<file path="config.mk">
export PLATFORM = sky130hd
export DESIGN_NAME = i2c_tune_regs
export DESIGN_NICKNAME = d
export VERILOG_FILES = /design/src/rtl/i2c_tune_regs_pkg.sv /design/src/rtl/i2c_tune_sync.sv /design/src/rtl/i2c_tune_engine.sv /design/src/rtl/i2c_tune_regfile.sv /design/src/rtl/i2c_tune_regs.sv
export SDC_FILE = /design/constraint.sdc
export NUM_CORES = 1
export LEC_CHECK = 0
export ABC_CLOCK_PERIOD_IN_PS = 2250
export BUFFER_PORTS_ARGS = -buffer_cell sky130_fd_sc_hd__buf_4
export CORE_ASPECT_RATIO = 2
export CORE_UTILIZATION = 50
export DETAILED_ROUTE_END_ITERATION = 12
export PLACE_DENSITY = 0.68
export SYNTH_ARGS = -nofsm -noshare
export SYNTH_HDL_FRONTEND = slang
export SYNTH_SLANG_ARGS = --single-unit
</file>
<file path="constraint.sdc">
create_clock -name clk -period 2.25 [get_ports clk]
set_input_delay 0.3375 -clock clk [delete_from_list [all_inputs] [get_ports clk]]
set_output_delay 0.3375 -clock clk [all_outputs]
set_load 0.02 [all_outputs]
</file>
<file path="src/rtl/i2c_tune_regs_pkg.sv">
package i2c_tune_regs_pkg;
   localparam int PTR_W    = 2;
   localparam int NUM_REGS = 1 << PTR_W;
   localparam int BYTE_W   = 8;

   typedef enum logic [3:0] {
      ST_IDLE,
      ST_ADDR,
      ST_ADDR_ACK,
      ST_WORD,
      ST_WORD_ACK,
      ST_WDATA,
      ST_WDATA_ACK,
      ST_RDATA,
      ST_RACK
   } bus_state_t;
endpackage

</file>
<file path="src/rtl/i2c_tune_sync.sv">
module i2c_tune_sync #(
   parameter int STAGES = 2
) (
   input  logic clk,
   input  logic rst_n,
   input  logic scl_i,
   input  logic sda_i,
   output logic scl_s,
   output logic sda_s,
   output logic start_p,
   output logic stop_p,
   output logic scl_rise,
   output logic scl_fall
);
   logic [STAGES-1:0] scl_ff, sda_ff;
   logic              scl_d, sda_d;

   always_ff @(posedge clk or negedge rst_n) begin
      if (!rst_n) begin
         scl_ff <= '1;
         sda_ff <= '1;
         scl_d  <= 1'b1;
         sda_d  <= 1'b1;
      end else begin
         scl_ff <= {scl_ff[STAGES-2:0], scl_i};
         sda_ff <= {sda_ff[STAGES-2:0], sda_i};
         scl_d  <= scl_ff[STAGES-1];
         sda_d  <= sda_ff[STAGES-1];
      end
   end

   assign scl_s    = scl_ff[STAGES-1];
   assign sda_s    = sda_ff[STAGES-1];
   assign start_p  = scl_s & scl_d & sda_d & ~sda_s;
   assign stop_p   = scl_s & scl_d & ~sda_d & sda_s;
   assign scl_rise = scl_s & ~scl_d;
   assign scl_fall = ~scl_s & scl_d;
endmodule

</file>
<file path="src/rtl/i2c_tune_engine.sv">
module i2c_tune_engine
   import i2c_tune_regs_pkg::*;
#(
   parameter logic [6:0] DEV_ADDR = 7'h41
) (
   input  logic              clk,
   input  logic              rst_n,
   input  logic              start_p,
   input  logic              stop_p,
   input  logic              scl_rise,
   input  logic              scl_fall,
   input  logic              sda_s,
   input  logic [BYTE_W-1:0] rd_data,
   output logic [PTR_W-1:0]  ptr,
   output logic              wr_en,
   output logic [PTR_W-1:0]  wr_addr,
   output logic [BYTE_W-1:0] wr_data,
   output logic              snap_en,
   output logic              sda_oe
);
   bus_state_t        state;
   logic [3:0]        cnt;
   logic [BYTE_W-1:0] sh, tx;
   logic              rw, host_nack;
   logic              byte_done;

   assign byte_done = scl_fall && (cnt == 4'd8);

   always_ff @(posedge clk or negedge rst_n) begin
      if (!rst_n) begin
         state     <= ST_IDLE;
         cnt       <= '0;
         sh        <= '0;
         tx        <= '0;
         rw        <= 1'b0;
         host_nack <= 1'b0;
         ptr       <= '0;
         wr_en     <= 1'b0;
         wr_addr   <= '0;
         wr_data   <= '0;
         snap_en   <= 1'b0;
         sda_oe    <= 1'b0;
      end else begin
         wr_en   <= 1'b0;
         snap_en <= 1'b0;
         if (start_p) begin
            state  <= ST_ADDR;
            cnt    <= '0;
            sda_oe <= 1'b0;
         end else if (stop_p) begin
            state  <= ST_IDLE;
            cnt    <= '0;
            sda_oe <= 1'b0;
         end else begin
            case (state)
               ST_ADDR, ST_WORD, ST_WDATA: begin
                  if (scl_rise) begin
                     sh  <= {sh[BYTE_W-2:0], sda_s};
                     cnt <= cnt + 4'd1;
                  end else if (byte_done) begin
                     cnt <= '0;
                     if (state == ST_ADDR) begin
                        if (sh[7:1] == DEV_ADDR) begin
                           rw     <= sh[0];
                           sda_oe <= 1'b1;
                           state  <= ST_ADDR_ACK;
                        end else begin
                           state <= ST_IDLE;
                        end
                     end else if (state == ST_WORD) begin
                        ptr     <= sh[PTR_W-1:0];
                        snap_en <= 1'b1;
                        sda_oe  <= 1'b1;
                        state   <= ST_WORD_ACK;
                     end else begin
                        wr_en   <= 1'b1;
                        wr_addr <= ptr;
                        wr_data <= sh;
                        ptr     <= ptr + 1'b1;
                        sda_oe  <= 1'b1;
                        state   <= ST_WDATA_ACK;
                     end
                  end
               end
               ST_ADDR_ACK: begin
                  if (scl_fall) begin
                     cnt <= '0;
                     if (rw) begin
                        tx     <= rd_data;
                        sda_oe <= ~rd_data[BYTE_W-1];
                        state  <= ST_RDATA;
                     end else begin
                        sda_oe <= 1'b0;
                        state  <= ST_WORD;
                     end
                  end
               end
               ST_WORD_ACK, ST_WDATA_ACK: begin
                  if (scl_fall) begin
                     sda_oe <= 1'b0;
                     cnt    <= '0;
                     state  <= ST_WDATA;
                  end
               end
               ST_RDATA: begin
                  if (scl_rise) begin
                     cnt <= cnt + 4'd1;
                  end else if (byte_done) begin
                     sda_oe <= 1'b0;
                     ptr    <= ptr + 1'b1;
                     cnt    <= '0;
                     state  <= ST_RACK;
                  end else if (scl_fall) begin
                     sda_oe <= ~tx[BYTE_W-2];
                     tx     <= {tx[BYTE_W-2:0], 1'b0};
                  end
               end
               ST_RACK: begin
                  if (scl_rise) begin
                     host_nack <= sda_s;
                  end else if (scl_fall) begin
                     if (!host_nack) begin
                        tx     <= rd_data;
                        sda_oe <= ~rd_data[BYTE_W-1];
                        state  <= ST_RDATA;
                     end else begin
                        state <= ST_IDLE;
                     end
                  end
               end
               default: ;
            endcase
         end
      end
   end
endmodule

</file>
<file path="src/rtl/i2c_tune_regfile.sv">
module i2c_tune_regfile
   import i2c_tune_regs_pkg::*;
#(
   parameter int          TEMP_W     = 12,
   parameter int unsigned TEMP_RESET = 400
) (
   input  logic              clk,
   input  logic              rst_n,
   input  logic              wr_en,
   input  logic [PTR_W-1:0]  wr_addr,
   input  logic [BYTE_W-1:0] wr_data,
   input  logic [PTR_W-1:0]  rd_addr,
   output logic [BYTE_W-1:0] rd_data,
   input  logic              snap_en,
   input  logic [TEMP_W-1:0] temp_live,
   output logic              comp_hold,
   output logic [14:0]       tune_value,
   output logic              tune_commit
);
   localparam int LO_BITS = TEMP_W - BYTE_W;

   logic [BYTE_W-1:0] tune_hi, tune_lo;
   logic [TEMP_W-1:0] snap_q;

   always_ff @(posedge clk or negedge rst_n) begin
      if (!rst_n) begin
         tune_hi     <= '0;
         tune_lo     <= '0;
         snap_q      <= TEMP_W'(TEMP_RESET);
         tune_commit <= 1'b0;
      end else begin
         tune_commit <= 1'b0;
         if (snap_en) snap_q <= temp_live;
         if (wr_en) begin
            case (wr_addr)
               PTR_W'(0): tune_hi <= wr_data;
               PTR_W'(1): begin
                  tune_lo     <= wr_data;
                  tune_commit <= 1'b1;
               end
               default: ;
            endcase
         end
      end
   end

   always_comb begin
      case (rd_addr)
         PTR_W'(0): rd_data = tune_hi;
         PTR_W'(1): rd_data = tune_lo;
         PTR_W'(2): rd_data = snap_q[TEMP_W-1 -: BYTE_W];
         default:   rd_data = {snap_q[LO_BITS-1:0], {(BYTE_W-LO_BITS){1'b0}}};
      endcase
   end

   assign comp_hold  = tune_hi[7];
   assign tune_value = {tune_hi[6:0], tune_lo};
endmodule

</file>
<file path="src/rtl/i2c_tune_regs.sv">
module i2c_tune_regs
   import i2c_tune_regs_pkg::*;
#(
   parameter logic [6:0]  DEV_ADDR    = 7'h41,
   parameter int          SYNC_STAGES = 2,
   parameter int          TEMP_W      = 12,
   parameter int unsigned TEMP_RESET  = 400
) (
   input  logic              clk,
   input  logic              rst_n,
   input  logic              scl_i,
   input  logic              sda_i,
   output logic              sda_oe,
   input  logic [TEMP_W-1:0] temp_live,
   output logic              comp_hold,
   output logic [14:0]       tune_value,
   output logic              tune_commit
);
   if (SYNC_STAGES < 2) begin : g_bad_sync
      $error("SYNC_STAGES must be at least 2");
   end
   if (TEMP_W < 9 || TEMP_W > 15) begin : g_bad_temp
      $error("TEMP_W must lie in 9..15");
   end

   logic              scl_s, sda_s, start_p, stop_p, scl_rise, scl_fall;
   logic [PTR_W-1:0]  ptr, wr_addr;
   logic              wr_en, snap_en;
   logic [BYTE_W-1:0] wr_data, rd_data;

   i2c_tune_sync #(.STAGES(SYNC_STAGES)) u_sync (
      .clk(clk), .rst_n(rst_n), .scl_i(scl_i), .sda_i(sda_i),
      .scl_s(scl_s), .sda_s(sda_s), .start_p(start_p), .stop_p(stop_p),
      .scl_rise(scl_rise), .scl_fall(scl_fall)
   );

   i2c_tune_engine #(.DEV_ADDR(DEV_ADDR)) u_eng (
      .clk(clk), .rst_n(rst_n), .start_p(start_p), .stop_p(stop_p),
      .scl_rise(scl_rise), .scl_fall(scl_fall), .sda_s(sda_s),
      .rd_data(rd_data), .ptr(ptr), .wr_en(wr_en), .wr_addr(wr_addr),
      .wr_data(wr_data), .snap_en(snap_en), .sda_oe(sda_oe)
   );

   i2c_tune_regfile #(.TEMP_W(TEMP_W), .TEMP_RESET(TEMP_RESET)) u_regs (
      .clk(clk), .rst_n(rst_n), .wr_en(wr_en), .wr_addr(wr_addr),
      .wr_data(wr_data), .rd_addr(ptr), .rd_data(rd_data),
      .snap_en(snap_en), .temp_live(temp_live), .comp_hold(comp_hold),
      .tune_value(tune_value), .tune_commit(tune_commit)
   );
endmodule

</file>
=== Yosys cells after proc, flatten, opt, wreduce, memory -nomap -nowiden ===
Index checks and enable logic that the tools add are counted.

* Bitwise logic cells: 18
* Reductions and logical operators: 22
* Muxes and demuxes: 71
* Shift-type cells: 0
* Multipliers: 0
* Add/sub/neg operators: 2
* Equality and inequality tests: 38
* Magnitude comparators: 0
* Divide/modulo/power cells: 0

{| class="wikitable"
|+ Operators with widths
! cell !! number
|-
| $mux 4 || 16
|-
| $mux 7 || 8
|-
| $mux 1 || 31
|-
| $pmux 8 s3 || 1
|-
| $reduce_and 11->1 || 2
|-
| $pmux 7 s3 || 1
|-
| $ne 4x3->1 const B || 5
|-
| $pmux 4 s5 || 1
|-
| $eq 4x3->1 const B || 4
|-
| $mux 2 || 8
|-
| $ne 4x4->1 const B || 4
|-
| $reduce_and 7->1 || 2
|-
| $ne 2x1->1 const B || 6
|-
| $ne 2x2->1 const B || 6
|-
| $not 1->1 || 11
|-
| $reduce_and 9->1 || 1
|-
| $eq 4x2->1 const B || 2
|-
| $eq 4x4->1 const B || 2
|-
| $pmux 4 s2 || 1
|-
| $reduce_and 4->1 || 2
|-
| $reduce_and 8->1 || 1
|-
| $and 1x1->1 || 7
|-
| $eq 7x7->1 const B || 1
|-
| $reduce_bool 7->1 || 1
|-
| 22 further kinds || 27
|}

* Bits in latches: 0
* Flip-flop bits (word level): 75
* Memories kept: 0
* Logic and storage cells: 171
* ROM bits: 0
* Output and inout bits: 18
* Memory bits (writable): 0

=== Longest topological paths before layout ===
* Word-level depth: 9
* Mapped depth: 8

=== Hierarchy ===
From an unflattened synthesis, not the netlist that was laid out.

* Cell total of the unflattened synthesis: 280
* Area total of the unflattened synthesis: 3587.2 um2

{| class="wikitable"
|+ By module, submodules not included
! module !! instances !! area each (um2) !! cells an instance
|-
| i2c_tune_engine || 1 || 2129.5 || 194
|-
| i2c_tune_regfile || 1 || 1265.0 || 76
|-
| i2c_tune_sync || 1 || 192.7 || 10
|}

=== Worst setup path before layout ===
No wires, ideal clock.

* Path type: register -> register
* Start point: register u_sync.scl_ff[1]
* End point: register u_eng.tx[0]
* Cell stages (with the launch flop): 8
* Required time: 2.125 ns
* Arrival time: 1.764 ns
* Setup slack: 0.361 ns
* Library setup time: 0.125 ns
* Path through: dfstp_2 > buf_2 > nand2b_1 > nor3_1 > o21a_1 > o221a_2 > buf_6 > mux2_4

* Longest elaborated chain between the ends: 5

{| class="wikitable"
|+ Ends and longest elaborated chain
! what !! RTL line !! text
|-
| from (decl) || i2c_tune_sync.sv:15 || <nowiki>logic [STAGES-1:0] scl_ff, sda_ff;</nowiki>
|-
| from (signal assigned) || i2c_tune_sync.sv:25 || <nowiki>scl_ff <= {scl_ff[STAGES-2:0], scl_i};</nowiki>
|-
| $not 1->1 / $and 1x1->1 (equally long branches) || i2c_tune_sync.sv:37, i2c_tune_sync.sv:34, i2c_tune_sync.sv:35 ||
|-
| $and 1x1->1 (on tied branches) || i2c_tune_sync.sv:37, i2c_tune_sync.sv:34, i2c_tune_sync.sv:35 ||
|-
| $logic_and 1x1->1, or another cell as far along || i2c_tune_engine.sv:27 || <nowiki>assign byte_done = scl_fall && (cnt == 4'd8);</nowiki>
|-
| $ne 2x2->1 (no source line) / $not 1->1 (equally long branches) || -- ||
|-
| $reduce_and 11->1 (no source line) * || -- ||
|-
| to (signal assigned) || i2c_tune_engine.sv:89 || <nowiki>tx <= rd_data;</nowiki>
|-
| to (signal assigned) || i2c_tune_engine.sv:115 || <nowiki>tx <= {tx[BYTE_W-2:0], 1'b0};</nowiki>
|-
| to (signal assigned) || i2c_tune_engine.sv:123 || <nowiki>tx <= rd_data;</nowiki>
|-
| to (decl) || i2c_tune_engine.sv:23 || <nowiki>logic [BYTE_W-1:0] sh, tx;</nowiki>
|}

Every way passes the cells marked *; elsewhere a longest branch is shown, timed or not.
A chain may end at the register's enable or synchronous reset.

=== Worst setup path after layout ===
* Start point: register u_eng.ptr[0]
* End point: register u_eng.tx[5]

* Longest elaborated chain between the ends: 6

{| class="wikitable"
|+ Ends and longest elaborated chain
! what !! RTL line !! text
|-
| from (decl) || i2c_tune_engine.sv:14 || <nowiki>output logic [PTR_W-1:0] ptr,</nowiki>
|-
| from (signal assigned) || i2c_tune_engine.sv:71 || <nowiki>ptr <= sh[PTR_W-1:0];</nowiki>
|-
| from (signal assigned) || i2c_tune_engine.sv:79 || <nowiki>ptr <= ptr + 1'b1;</nowiki>
|-
| from (signal assigned) || i2c_tune_engine.sv:110 || <nowiki>ptr <= ptr + 1'b1;</nowiki>
|-
| $eq 2x2->1, or another cell as far along || i2c_tune_regfile.sv:48 || <nowiki>case (rd_addr)</nowiki>
|-
| $pmux 8 s3 * || i2c_tune_regfile.sv:48 ||
|-
| $mux 7 || i2c_tune_engine.sv:122 || <nowiki>if (!host_nack) begin</nowiki>
|-
| $mux 7 || i2c_tune_engine.sv:121 || <nowiki>end else if (scl_fall) begin</nowiki>
|-
| $mux 7 || i2c_tune_engine.sv:119 || <nowiki>if (scl_rise) begin</nowiki>
|-
| $pmux 7 s3 * || i2c_tune_engine.sv:55 || <nowiki>case (state)</nowiki>
|}

Every way passes the cells marked *; elsewhere a longest branch is shown, timed or not. The select of a mux whose other input is x is not followed.

==> impl_metrics.toml <==
[status]
status = "complete, no violations"

[worst_setup_path]
cp_common_cell = "o21ai_0"
path_max_fanout = 8
crit_slowest_cell = "dfrtp_1"
cp_num_buf_inv = 2
cp_cell_sequence = "inv_1 > ha_1 > a222oi_1 > buf_4 > nand2_1 > o21ai_0 > o21ai_0 > mux2_4"
ff2ff_setup_slack_ns = 0.12
crit_arrival_ns = 2.34
crit_required_ns = 2.46
startpoint_type = "flip-flop"
critical_path_class = "reg2reg"
endpoint_kind = "flip-flop"
max_stage_delay_ns = 0.46
crit_family = "compound AO/OA/AOI/OAI gates"

[synth]
ys_seq_area_frac = 0.525
yosysWarnings = 0
syn_avg_cell_area_um2 = 11.3
synth-seq-cells = 75
ys.flop_type = "dfrtp_1"
synth_edf_count = 0
synth_cell_types = 52
async_reset_ff_frac = 1.00
syn-num-nets = 341
syn_inst = 319
synth_area_mm2 = 0.00359

[layout]
drive_above_1_share = 0.308
ff_latch_area_mm2 = 0.00189
multiInputGateArea_mm2 = 0.00158
final_nets = 384
insertedDiodeCount = 0
fillers = 568
area_growth_pct = 20.8

[clocking]
cts.sinks = 75
cts_tree = "yes"
cts_made_buffers = 9
clock_path_buffers = 2
clkTransAtPathRegs_ns = 0.06
postCtsResizedCells = 0
clk-insertion-delay-late_ns = 0.33
cts.htree.levels = 3
root_buffer = "clkbuf_16"

[timing]
holdWs_ns = 0.110
slew_viol_final = 0
finalCritPeriodShare = 0.948
rsz0062_at_grt = "false"
timing.fmax_ghz = 0.469
fin_crit_ns = 2.13
fin_skew_ns = 0.00571
setup_violations = 0
fin_tns_setup_ns = 0
tightest_slew_ns = 0.678
slew_headroom = 0.546
hold_viol_final = 0

[route]
drt-initial-drc-count = 184
antenna_left = 0
wire_per_inst_um = 17.4
wl_mm = 7.95
vias = 2621
vias_per_cell = 5.74
drtPass1Iterations = 5
drcViolationCount = 0

[die]
ioPinCount = 34
std_cell_rows = 43
die_w_um = 61.9
dieArea_mm2 = 0.00755
start_util = 0.518
die_h_um = 122
core_mm2 = 0.00694

[min_path]
hold_class = "in2reg"

[placed_design]
io_buffers = 33
gp_congestion = 0.880
post-dp-hpwl_mm = 5.87

[power_and_ir_drop]
cellLeakagePower_nw = 2.07
p_per_area_mw_per_mm2 = 990
irDropWorstVdd_mv = 0.552

[grt]
grt_start_max_net_pins = 46
grt_pass1_vias = 2669
grt_pass1_wl_mm = 12.6
overflow = 0
grt_use_total = 0.235
antenna_found_initial = 0

[flow_run]
cap_violations = 0
==> report_power, final <==
group / leakage, nW / total (mW) / switching (mW) / internal [mW]
Sequential: 0.988 / 1.75 / 0.246 / 1.50
Combinational: 0.918 / 0.945 / 0.483 / 0.462
Clock: 0.160 / 1.61 / 0.524 / 1.08
==> state kept, by name, indices dropped and copies added, names as in the netlist, 4 cells and up <==
name            cells
u_regs.snap_q      12
u_regs.tune_lo      8
u_eng.sh            8
u_regs.tune_hi      8
u_eng.tx            7
u_eng.state         4
u_eng.wr_data       8
u_eng.cnt           4
==> metrics by stage <==
| stage | utilization | std cells | cell area (um^2) | total power, mW | setup WS, ns |
|---|---|---|---|---|---|
| CTS | 0.625 | 457 | 4340 | 4.34 | 0.134 |
| floorplan | - | 319 | 3590 | 2.43 | 0.361 |
| detailed placement | 0.575 | 440 | 3990 | 2.71 | 0.154 |
| finish | 0.625 | 457 | 4340 | 4.29 | 0.118 |
| global route | 0.625 | 457 | 4340 | 4.51 | 0.0224 |
| global placement | 0.575 | 440 | 3990 | 2.69 | 0.170 |
==> cell families (layout without fill, tap and decap cells) <==
logic type | count (synthesis) | count (layout) | synth area share
AOI/OAI and AO/OA | 58 | 58 | 0.111
xor gates and xnor gates | 2 | 2 | 0.00488
adders and majority gates | 6 | 6 | 0.0209
DFF | 75 | 75 | 0.525
buffers and inverters | 27 | 75 | 0.0341
muxes | 49 | 49 | 0.160
and+or+nand+nor | 102 | 102 | 0.144
==> synthesized netlist by cell type (8+ instances only) <==
cell type / count / area (um^2)
a222oi_1: 8 / 80.1
inv_1: 9 / 33.8
mux2_2: 30 / 338
dfstp_2: 9 / 236
nor2_1: 19 / 71.3
clkbuf_1: 9 / 33.8
dfrtp_1: 66 / 1650
mux2_1: 9 / 101
o21ai_0: 19 / 95.1
a21oi_1: 8 / 40.0
nand2_1: 45 / 169
nor3_1: 8 / 40.0
==> area by class of cell <==
type	instances	area share
Tap cell	90	0.0260
Clock buffer	11	0.0536
Timing Repair Buffer	49	0.0882
Sequential cell	75	0.435
Inverter	10	0.00865
Clock inverter	5	0.0236
Multi-Input combinational cell	217	0.365
==> path summary, 6_finish.rpt <==
kind / to / start / depth (start not counted)
worst min-delay path: u_sync.scl_ff[0] / scl_i / 1
worst max-delay path: u_eng.tx[5] / u_eng.ptr[0] / 8
worst max register to register: u_eng.tx[5] / u_eng.ptr[0] / 8
worst min register to register: u_sync.sda_ff[1] / u_sync.sda_ff[0] / 0
max in group asynchronous: u_sync.sda_ff[0] / rst_n / 3
min in group asynchronous: u_regs.snap_q[9] / rst_n / 2
==> placed cells by master, fill, tap and decap left out, types with 4 or more instances in the layout <==
master     synthesis  routed
mux2_1             9       9
nand2_1           45      45
o21ai_0           19      19
buf_4              0      47
a222oi_1           8       8
a21oi_1            8       8
dfstp_2            9       9
inv_1              9       9
ha_1               6       6
nor2_1            19      19
nor3_1             8       8
mux2_4             7       7
nand2b_1           5       5
clkbuf_16          0       9
nor2b_1            4       4
dfrtp_1           66      66
mux2_2            30      30
==> what timing repair did <==
action / in CTS / in global routing
endpoints found under the hold margin: 27 / 0
hold buffers: 1 / 0
setup buffers: 0 / 0
endpoints found under the setup margin: 0 / 0
==> layer usage <==
metal,GRT usage,share of wire
met1,0.221,0.36
met2,0.424,0.56
met3,0.0552,0.029
met4,0.147,0.048
met5,0,0
(Power assumes the default switching activity.)
